File: src/rtl/pwm_pkg.sv
package pwm_pkg;
  localparam int CNT_W   = 8;
  localparam int PS_W    = 3;
  localparam int PS_MAX  = 6;
  localparam int CFG_W   = 16;
  localparam int CMP_LSB = 8;
  localparam int POL_BIT = 4;

  typedef struct packed {
    logic [CNT_W-1:0] cmp;
    logic             pol;
    logic [PS_W-1:0]  ps;
  } pwm_cfg_t;

  function automatic pwm_cfg_t unpack_cfg(input logic [CFG_W-1:0] w);
    pwm_cfg_t c;
    c.cmp = w[CMP_LSB +: CNT_W];
    c.pol = w[POL_BIT];
    c.ps  = (w[PS_W-1:0] > PS_W'(PS_MAX)) ? PS_W'(PS_MAX) : w[PS_W-1:0];
    return c;
  endfunction
endpackage

File: src/rtl/pwm_cfg_buf.sv
module pwm_cfg_buf
  import pwm_pkg::*;
(
  input  logic             clk,
  input  logic             rst_n,
  input  logic             cfg_we,
  input  logic [CFG_W-1:0] cfg_wdata,
  input  logic             running,
  input  logic             wrap,
  output pwm_cfg_t         active
);
  pwm_cfg_t pend_q, pend_nx;

  always_comb begin
    pend_nx = pend_q;
    if (cfg_we) pend_nx = unpack_cfg(cfg_wdata);
  end

  always_ff @(posedge clk) begin
    if (!rst_n) begin
      pend_q <= '0;
      active <= '0;
    end else begin
      pend_q <= pend_nx;
      if (!running || wrap) active <= pend_nx;
    end
  end

  p_ps_clamp_r4: assert property (@(posedge clk) disable iff (!rst_n)
    active.ps <= PS_W'(PS_MAX));

  p_shadow_boundary_r8: assert property (@(posedge clk) disable iff (!rst_n)
    (running && $past(running) && !$stable(active)) |-> $past(wrap));
endmodule

File: src/rtl/pwm_tick_div.sv
module pwm_tick_div
  import pwm_pkg::*;
(
  input  logic            clk,
  input  logic            rst_n,
  input  logic            running,
  input  logic            src_tick,
  input  logic [PS_W-1:0] ps,
  output logic            ptick
);
  localparam int DIV_W = PS_MAX;
  logic [DIV_W-1:0] div_q;
  logic [DIV_W:0]   full_mask;
  logic [DIV_W-1:0] mask;

  assign full_mask = (DIV_W+1)'(1) << ps;
  assign mask      = DIV_W'(full_mask - 1'b1);
  assign ptick     = running && src_tick && (div_q == mask);

  always_ff @(posedge clk) begin
    if (!rst_n || !running) div_q <= '0;
    else if (src_tick)      div_q <= ptick ? '0 : div_q + 1'b1;
  end

  p_div_bound_r3: assert property (@(posedge clk) disable iff (!rst_n)
    div_q <= mask || $past(div_q) <= mask);
endmodule

File: src/rtl/pwm_run_ctl.sv
module pwm_run_ctl #(
  parameter int SYNC_DLY = 3
) (
  input  logic clk,
  input  logic rst_n,
  input  logic en_strobe,
  input  logic dis_strobe,
  output logic running
);
  localparam int DW = $clog2(SYNC_DLY + 1);
  logic          pend_q;
  logic          tgt_q;
  logic [DW-1:0] dly_q;
  logic          accept;

  assign accept = (en_strobe || dis_strobe) && !pend_q;

  always_ff @(posedge clk) begin
    if (!rst_n) begin
      pend_q  <= 1'b0;
      tgt_q   <= 1'b0;
      dly_q   <= '0;
      running <= 1'b0;
    end else if (accept) begin
      pend_q <= 1'b1;
      tgt_q  <= !dis_strobe;
      dly_q  <= DW'(SYNC_DLY - 1);
    end else if (pend_q) begin
      if (dly_q == '0) begin
        running <= tgt_q;
        pend_q  <= 1'b0;
      end else begin
        dly_q <= dly_q - 1'b1;
      end
    end
  end

  p_hold_after_accept_r6: assert property (@(posedge clk) disable iff (!rst_n)
    accept |=> $stable(running));

  p_ignore_pending_r7: assert property (@(posedge clk) disable iff (!rst_n)
    (pend_q && (en_strobe || dis_strobe)) |=> $stable(tgt_q));
endmodule

File: src/rtl/pwm_period_cnt.sv
module pwm_period_cnt
  import pwm_pkg::*;
(
  input  logic             clk,
  input  logic             rst_n,
  input  logic             running,
  input  logic             ptick,
  input  logic [CNT_W-1:0] cmp,
  output logic             wrap,
  output logic             active_phase
);
  logic [CNT_W-1:0] cnt_q;

  assign wrap         = ptick && (cnt_q == '1);
  assign active_phase = running && (cnt_q < cmp);

  always_ff @(posedge clk) begin
    if (!rst_n || !running) cnt_q <= '0;
    else if (ptick)         cnt_q <= cnt_q + 1'b1;
  end

  p_idle_zero_r9: assert property (@(posedge clk) disable iff (!rst_n)
    $past(!running) |-> cnt_q == '0);

  p_zero_cmp_r10: assert property (@(posedge clk) disable iff (!rst_n)
    (cmp == '0) |-> !active_phase);
endmodule

File: src/rtl/pwm_backlight_gen.sv
module pwm_backlight_gen
  import pwm_pkg::*;
#(
  parameter int SYNC_DLY = 3
) (
  input  logic             clk,
  input  logic             rst_n,
  input  logic             cfg_we,
  input  logic [CFG_W-1:0] cfg_wdata,
  input  logic             src_sel,
  input  logic             slow_tick,
  input  logic             fast_tick,
  input  logic             en_strobe,
  input  logic             dis_strobe,
  output logic             status,
  output logic             pwm_out
);
  logic     running, ptick, wrap, phase, src_tick;
  pwm_cfg_t act;

  assign src_tick = src_sel ? fast_tick : slow_tick;

  pwm_run_ctl #(.SYNC_DLY(SYNC_DLY)) u_ctl (
    .clk(clk), .rst_n(rst_n), .en_strobe(en_strobe),
    .dis_strobe(dis_strobe), .running(running));

  pwm_cfg_buf u_cfg (
    .clk(clk), .rst_n(rst_n), .cfg_we(cfg_we), .cfg_wdata(cfg_wdata),
    .running(running), .wrap(wrap), .active(act));

  pwm_tick_div u_div (
    .clk(clk), .rst_n(rst_n), .running(running), .src_tick(src_tick),
    .ps(act.ps), .ptick(ptick));

  pwm_period_cnt u_cnt (
    .clk(clk), .rst_n(rst_n), .running(running), .ptick(ptick),
    .cmp(act.cmp), .wrap(wrap), .active_phase(phase));

  assign status  = running;
  assign pwm_out = act.pol ? phase : !phase;

  p_idle_level_r9: assert property (@(posedge clk) disable iff (!rst_n)
    !status |-> (pwm_out == !act.pol));
endmodule

File: config.mk
export PLATFORM = sky130hd
export DESIGN_NAME = pwm_backlight_gen
export DESIGN_NICKNAME = d
export VERILOG_FILES = /design/src/rtl/pwm_pkg.sv /design/src/rtl/pwm_cfg_buf.sv /design/src/rtl/pwm_tick_div.sv /design/src/rtl/pwm_run_ctl.sv /design/src/rtl/pwm_period_cnt.sv /design/src/rtl/pwm_backlight_gen.sv
export SDC_FILE = /design/constraint.sdc
export NUM_CORES = 1
export LEC_CHECK = 0
export BUFFER_PORTS_ARGS = -buffer_cell sky130_fd_sc_hd__clkbuf_2
export CORE_MARGIN = 5
export CORE_UTILIZATION = 60
export DETAILED_ROUTE_END_ITERATION = 8
export MAX_ROUTING_LAYER = met4
export PLACE_DENSITY = 0.81
export SLEW_MARGIN = 40
export SYNTH_ARGS = -nofsm -noshare
export SYNTH_HDL_FRONTEND = slang
export SYNTH_SLANG_ARGS = --single-unit
File: constraint.sdc
create_clock -name clk -period 4.3 [get_ports clk]
set_input_delay 0.86 -clock clk [delete_from_list [all_inputs] [get_ports clk]]
set_output_delay 0.86 -clock clk [all_outputs]
set_load 0.1 [all_outputs]
==> impl_metrics.ini, run 1 <==
[status]
status = complete, no violations

[clocking]
tritoncts = yes
clk_path_buf_depth = 2
numCtsBuffers = 5
cts-root-buf = clkbuf_4
clock_latency_ns = 0.34
cts_setup_buffers = 0
cts_sinks = 43
cts_max_level = 2
hold_buffers = 0
path_clk_slew_ns = 0.11
cts_resized = 0

[synth]
ys_ff_latch = 43
synthMuxAreaShare_pct = 14.53
synth_area_leaders = dfxtp_1 40%, mux2_4 6.9%, mux2i_1 6.0%, ha_1 5.2%, nor2_1 4.9%
synth_nets = 269
synth_top_area_share_pct = 39.81
synth_compound_area_share_pct = 11.34
syn_area_sq_um = 2162
yosys.area_share.simple_pct = 22.69
synth-edff-count = 0
synth_top_area_cell = dfxtp_1
async_reset_ff_share_pct = 0
synth_area_per_cell_sq_um = 9.161
synthCells = 236
synth_top_family_by_area = simple AND/OR/NAND/NOR gates
synth_xor_area_share_pct = 1.620
seq_area_frac_synth_pct = 39.81
synth_commonest_cells = 43 x dfxtp_1, 28 x nor2_1, 16 x a21oi_1
yosysWarnings = 0
synth-adder-area-share_pct = 5.208
yosysMostFrequentCell = dfxtp_1
synth_cell_types = 42
synth_flop_cell = dfxtp_1

[cells_and_area]
fin_util_pct = 67.91
stdcell_count = 298
nNetsFinal = 285
regArea_sq_um = 860.8
diodes = 0
syn2layout_area_growth_pct = 7.291
fillers = 290
drive_above_1_share_pct = 17.46
multi_input_area_sq_um = 1202

[grt]
grt_overflow_total = 0
grt_pass1_vias = 1609
grt.total_usage_pct = 17.36
grt_max_degree = 25
antenna_found_initial = 0
grt_pass1_wl_mm = 6.900

[detailed_routing]
drt_iter0_drc = 56
antenna_left = 0
wl_per_cell_um = 12.63
dr.pass1.iters = 4
wirelength_mm = 3.765
drc_errors = 0
num_vias = 1636
viasPerCell = 5.490

[placement]
io_buffers = 21
gp_congestion = 0.8665
dp_hpwl_mm = 2.781
dp.cells = 291

[timing]
clock.fmax_mhz = 323.6
slew_headroom_pct = 47.30
tightest_slew_ns = 0.7906
finalClockSkew_ns = 0.01077
hold_viol_final = 0
finalCritPeriodShare_pct = 71.87
grt_setup_unrepaired = no
tns_ns = 0
min_period_ns = 3.091
setup_viol = 0
finalMaxSlewViolations = 0

[run]
max-cap-violations = 0

[worst_setup_path]
max_stage_delay_ns = 0.48
cp-end-kind = primary output
crit_path_top_delay_cell = clkbuf_2
crit_chain = inv_1, ha_1, a21o_1, a211oi_1, o21ai_0, nor3_2, clkbuf_2
critical_path_arrival_ns = 2.23
cp_max_fo = 2
required_ns = 3.44
critical_path_class = reg -> out
start_kind = flop

[power]
power_density_nw_per_um2 = 310.9
total_power_mw = 0.7212
irDropWorstVdd_mv = 0.2333
cellLeakagePower_nw = 0.9536

[floorplan]
dieArea_sq_um = 4904
dieHeight_um = 70.03
start_util_pct = 63.30
coreArea_sq_um = 3416
num_io_pins = 26
rows = 21
die_w_um = 70.03

[worst_hold_path]
hold_class = reg -> reg
## power breakdown
part	internal, mW	switching [mW]	total [mW]
Sequential	0.416	0.0114	0.427
Clock	0.0759	0.120	0.196
Combinational	0.0400	0.0588	0.0988
Total	0.531	0.190	0.721
## critical path, delay by kind of cell (launching register included)
| family | cells | cell delay (ns) |
|---|---|---|
| DFF | 1 | 0.32 |
| adders and majority gates | 1 | 0.30 |
| AOI/OAI and AO/OA | 3 | 0.63 |
| and+or+nand+nor | 1 | 0.11 |
| buffers and inverters | 2 | 0.53 |
## stage by stage
step	setup WS (ns)	cell area, sq um	hold slack (ns)
finish	1.209	2320	0.4679
global route	1.071	2320	0.4950
CTS	1.177	2320	0.4667
detailed placement	1.493	2263	0.4480
global placement	1.505	2263	0.4460
floorplan	0.7907	2167	0.4317
## per-layer routing
metal  up-vias  part of all wire, %  global-route usage (%)
met1       747                   48                   20.02
met3         4                  2.5                   3.587
li1        867                    -                       -
met2        18                   49                   29.70
met4         0                  1.0                   6.383
met5         -                    0                       -
## kinds of logic after synthesis
family	after synthesis
AOI/OAI and AO/OA	39
xor gates and xnor gates	4
adders and majority gates	9
buffers and inverters	22
DFF	43
muxes	26
and+or+nand+nor	93
## flip-flops by register name, summed over array words and instances, names as in the netlist
signal / count
u_cfg.active: 12
u_cfg.pend_q: 12
u_cnt.cnt_q: 8
u_div.div_q: 6
u_ctl.dly_q: 2
u_ctl.pend_q: 1
u_ctl.running: 1
u_ctl.tgt_q: 1
## area by class of cell
| class | instances | share of cell area, % |
|---|---|---|
| Sequential cell | 43 | 37.11 |
| Timing Repair Buffer | 21 | 4.531 |
| Clock inverter | 1 | 0.2158 |
| Inverter | 10 | 1.618 |
| Tap cell | 46 | 2.481 |
| Clock buffer | 6 | 2.211 |
| Multi-Input combinational cell | 171 | 51.83 |
## cells in the final DEF (no fill, tap or decap), types with 2 or more instances in the layout
cell / count
o21ai_0: 2
nor2_1: 28
ha_1: 9
mux2_1: 2
inv_1: 10
and3_1: 3
nand2_1: 13
o31ai_1: 6
a211oi_1: 2
nor3_1: 9
mux2i_1: 13
a21oi_1: 16
xor2_1: 4
clkbuf_4: 5
or4_1: 6
mux2_4: 10
o21ai_1: 3
o211ai_1: 2
clkbuf_2: 21
nand3_1: 8
or3_1: 2
a21o_1: 2
dfxtp_1: 43
nand4_1: 4
and2_1: 7
nor4b_2: 2
nand2b_1: 5
## worst paths after layout
path                           startpoint                      endpoint  slack [ns]  cells after the start
min reg2reg      u_ctl.tgt_q$_SDFFE_PN0P_    u_ctl.running$_SDFFE_PN0P_        0.47                      2
max reg2reg  u_cfg.active[2]$_SDFFE_PN0P_  u_cfg.active[4]$_SDFFE_PN0P_        1.49                      5
min              u_ctl.tgt_q$_SDFFE_PN0P_    u_ctl.running$_SDFFE_PN0P_        0.47                      2
max          u_cfg.active[8]$_SDFFE_PN0P_                       pwm_out        1.21                      7
No activity file was read; power rests on OpenSTA's default activity.
==> run 2: changes to the inputs <==
- CORE_UTILIZATION: 60 -> 57
- PLACE_DENSITY: 0.81 -> 0.77
- clock period: 4.3 -> 2.89 ns (I/O delays scaled with it)
==> impl_metrics.ini, run 2 (synthesis gave the netlist of run 1 again) <==
[status]
status = complete, no violations

[detailed_routing]
wl_per_cell_um = 13.20
wirelength_mm = 3.985
antenna_left = 0
viasPerCell = 5.530
num_vias = 1670
drt_iter0_drc = 86
dr.pass1.iters = 4
drc_errors = 0

[floorplan]
coreArea_sq_um = 3661
num_io_pins = 26
start_util_pct = 59.06
rows = 22
dieHeight_um = 71.59
dieArea_sq_um = 5125
die_w_um = 71.59

[worst_setup_path]
critical_path_class = reg -> out
r2r-start = u_cfg.active[2]$_SDFFE_PN0P_
max_stage_delay_ns = 0.35
r2r_slack_ns = 0.81
crit_chain = inv_1, ha_1, a21o_1, a211oi_1, o21ai_0, nor3_4, clkbuf_4
critical_path_arrival_ns = 2.16
cp-end-kind = primary output
start_kind = flop
crit_path_top_delay_cell = clkbuf_4
rr_worst_depth = 6
cp_max_fo = 2
required_ns = 2.31
timing.rr.end = u_cfg.active[4]$_SDFFE_PN0P_

[clocking]
cts_sinks = 43
cts-root-buf = clkbuf_8
hold_buffers = 0
clock_latency_ns = 0.30
numCtsBuffers = 5
cts_setup_buffers = 0
cts_resized = 0
clk_path_buf_depth = 2
path_clk_slew_ns = 0.08
tritoncts = yes
cts_max_level = 2

[cells_and_area]
syn2layout_area_growth_pct = 10.65
final_cell_mix = 43 x dfxtp_1, 28 x nor2_1, 20 x clkbuf_2, 16 x a21oi_1
stdcell_area_sq_um = 2392
final_common_cell = dfxtp_1
largestRegisters = u_cfg.active x12, u_cfg.pend_q x12, u_cnt.cnt_q x8
nNetsFinal = 287
fillers = 330
diodes = 0
drive_above_1_share_pct = 17.72

[power]
power_density_nw_per_um2 = 517.3
irDropWorstVdd_mv = 0.3048
cellLeakagePower_nw = 0.9839

[placement]
dp_hpwl_mm = 2.737
placed_area_sq_um = 2287
io_buffers = 21
gp_congestion = 0.8041

[grt]
grt_pass1_vias = 1517
grt_max_degree = 25
antenna_found_initial = 0
grt_pass1_wl_mm = 6.713
grt_overflow_total = 0
grt.total_usage_pct = 16.77

[run]
max-cap-violations = 0

[worst_hold_path]
hold_class = reg -> reg
hold_path_startpoint = u_ctl.tgt_q$_SDFFE_PN0P_
min_to = u_ctl.running$_SDFFE_PN0P_
min_path_cells = 2

[timing]
clock.fmax_mhz = 364.9
slew_headroom_pct = 53.53
finalMaxSlewViolations = 0
tightest_slew_ns = 0.6963
finalClockSkew_ns = 0.007183
finalCritPeriodShare_pct = 94.82
setup_viol = 0
hold_viol_final = 0
tns_ns = 0
min_period_ns = 2.740
==> run 2: cell types whose count changed in the layout (fill, tap and decap cells not counted), sizes merged <==
| cell | delta |
|---|---|
| buf | +2 |
| bufinv | +1 |
| clkinv | -1 |
==> run 2: critical path: cells and delay by family (launching register included) <==
family                   cells  cell delay (ns)
adder cells (fa/ha/maj)      1             0.30
buffers and inverters        2             0.40
AND/OR/NAND/NOR              1             0.14
AO/OA/AOI/OAI                3             0.70
flip-flops                   1             0.32
==> run 2: worst max path at each step <==
stage	slack, ns	end	depth (start not counted)	start
floorplan	0.04	pwm_out	4	u_ctl.running$_SDFFE_PN0P_
global placement	0.44	pwm_out	7	u_cfg.active[8]$_SDFFE_PN0P_
detailed placement	0.41	pwm_out	7	u_cfg.active[8]$_SDFFE_PN0P_
CTS	0.01	pwm_out	7	u_cfg.active[8]$_SDFFE_PN0P_
global route	-0.005	pwm_out	7	u_cfg.active[8]$_SDFFE_PN0P_
finish	0.15	pwm_out	7	u_cfg.active[8]$_SDFFE_PN0P_
==> run 2: where the power goes <==
group | switching (mW) | total [mW] | internal, mW
combinational | 0.0891 | 0.153 | 0.0644
sequential | 0.0172 | 0.635 | 0.618
clock | 0.196 | 0.449 | 0.253
total | 0.302 | 1.24 | 0.936
==> run 2: stage by stage <==
step,worst slack [ns],cells,total power [mW],utilization (%),hold slack [ns]
after global placement,0.4360,295,0.7981,62.47,0.4550
after CTS,0.01330,302,1.245,65.28,0.4701
after floorplan,0.03892,236,0.7658,-,0.4317
after global routing,-0.004951,302,1.288,65.35,0.4820
after detailed placement,0.4081,295,0.8018,62.47,0.4580
final,0.1496,302,1.238,65.35,0.4633
==> run 2: per-layer routing <==
| metal | track usage (%) | vias up | routed length [um] |
|---|---|---|---|
| met3 | 3.366 | 7 | 142 |
| met2 | 26.12 | 27 | 1836 |
| li1 | - | 876 | - |
| met1 | 21.19 | 760 | 1941 |
| met5 | - | - | 0 |
| met4 | 6.889 | 0 | 64 |
==> run 2: area by class of cell <==
class                      count  area (sq um)  share of cell area [%]
clock buffer                   6         72.57                   3.033
clock inverter                 1         30.03                   1.255
inverter                      10         37.54                   1.569
multi-input combinational    171          1209                   50.52
sequential                    43         860.8                   35.98
tap                           48         60.06                   2.510
timing repair buffer          23         122.6                   5.126
==> run 3: changes to the inputs <==
- RECOVER_POWER: default -> 50
- TNS_END_PERCENT: default -> 10
- clock period: 2.89 -> 2.6 ns (I/O delays scaled with it)
==> impl_metrics.ini, run 3 (synthesis gave the netlist of run 1 again) <==
[clocking]
tritoncts = yes
cts_sinks = 43
clk_path_buf_depth = 2
numCtsBuffers = 5
clock_latency_ns = 0.30
cts_max_level = 2
cts-root-buf = clkbuf_8
path_clk_slew_ns = 0.07

[run]
max-cap-violations = 0

[detailed_routing]
wirelength_mm = 3.839
viasPerCell = 5.480
antenna_left = 0
dr.pass1.iters = 4
wl_per_cell_um = 12.63
drc_errors = 0
drt_iter0_drc = 71
num_vias = 1666

[floorplan]
dieArea_sq_um = 5125
rows = 22
start_util_pct = 59.06
dieHeight_um = 71.59
coreArea_sq_um = 3661
num_io_pins = 26
die_w_um = 71.59

[cells_and_area]
stdcell_area_sq_um = 2416
diodes = 0
final_common_cell = dfxtp_1
stdcell_count = 304
drive_above_1_share_pct = 17.58
final_cell_mix = 42 x dfxtp_1, 28 x nor2_1, 18 x clkbuf_2, 16 x a21oi_1
largestRegisters = u_cfg.active x12, u_cfg.pend_q x12, u_cnt.cnt_q x8
nNetsFinal = 288
syn2layout_area_growth_pct = 11.75

[status]
status = complete, no violations

[timing]
setup_viol = 0
finalMaxSlewViolations = 0
tightest_slew_ns = 1.154
hold_ws_ns = 0.4346
hold_viol_final = 0
grt_setup_unrepaired = no
clock.fmax_mhz = 406.7
slew_headroom_pct = 23.37
min_period_ns = 2.459
finalCritPeriodShare_pct = 94.56
tns_ns = 0
finalClockSkew_ns = 0.007255
timing.final.ws_setup_ns = 0.1414

[worst_setup_path]
cp-end-kind = primary output
critical_path_class = reg -> out
required_ns = 2.08
critical_path_arrival_ns = 1.94
cp_max_fo = 2
start_kind = flop
r2r_slack_ns = 0.47

[placement]
io_buffers = 21
pre_cts_ws_ns = 0.4003
gp_congestion = 0.7869
dp_hpwl_mm = 2.818
dp.cells = 296
placed_area_sq_um = 2311

[power]
power_density_nw_per_um2 = 583.5
irDropWorstVdd_mv = 0.3537
cellLeakagePower_nw = 0.9927

[grt]
antenna_found_initial = 0
grt.total_usage_pct = 16.60
grt_pass1_vias = 1567
grt_overflow_total = 0
grt_max_degree = 19
grt_pass1_wl_mm = 6.617

[worst_hold_path]
hold_class = in -> reg
==> run 3: final cells by class <==
type,instances,area [sq um]
inverters,10,37.54
well taps,48,60.06
flip-flops and latches,43,862.1
fillers,320,1245
clock buffers,6,82.58
multi-input cells,171,1202
repair buffers,24,136.4
clock inverters,2,35.03
==> run 3: critical path: stages, from the launching register on <==
cell,delay (ns)
dfxtp_1,0.32
inv_1,0.05
ha_1,0.30
a21o_1,0.18
a211oi_1,0.28
o21ai_1,0.15
nor3_4,0.17
buf_12,0.20
==> run 3: metrics by stage <==
step	power [mW]	util (%)
detailed placement	0.8993	63.12
CTS	1.429	66.34
global placement	0.8953	63.12
floorplan	0.8513	-
finish	1.410	65.99
global route	1.476	65.99
==> run 3: report_power, final <==
part	internal [mW]	leakage [nW]	switching, mW
clock	0.311	0.0612	0.218
sequential	0.687	0.352	0.0188
combinational	0.0762	0.579	0.0989
total	1.07	0.993	0.336
==> run 3: worst paths after layout <==
kind / end / cells past startpoint / start
worst max-delay path: pwm_out / 7 / u_cfg.active[8]$_SDFFE_PN0P_
worst min register to register: u_ctl.running$_SDFFE_PN0P_ / 2 / u_ctl.tgt_q$_SDFFE_PN0P_
worst min-delay path: u_ctl.tgt_q$_SDFFE_PN0P_ / 2 / dis_strobe
worst max register to register: u_cfg.active[5]$_SDFFE_PN0P_ / 6 / u_cfg.active[2]$_SDFFE_PN0P_
==> run 3: what timing repair did <==
| action | in CTS | in global routing |
|---|---|---|
| endpoints found under the setup margin | 0 | 1 |
| hold buffers | 0 | 0 |
| gates resized for setup | 0 | 1 |
| setup buffers | 0 | 0 |
==> run 3: layer usage <==
layer | GRT usage (%) | wire [um]
met5 | - | 0
met3 | 4.208 | 95
met2 | 28.37 | 1896
met4 | 5.846 | 56
met1 | 18.72 | 1790
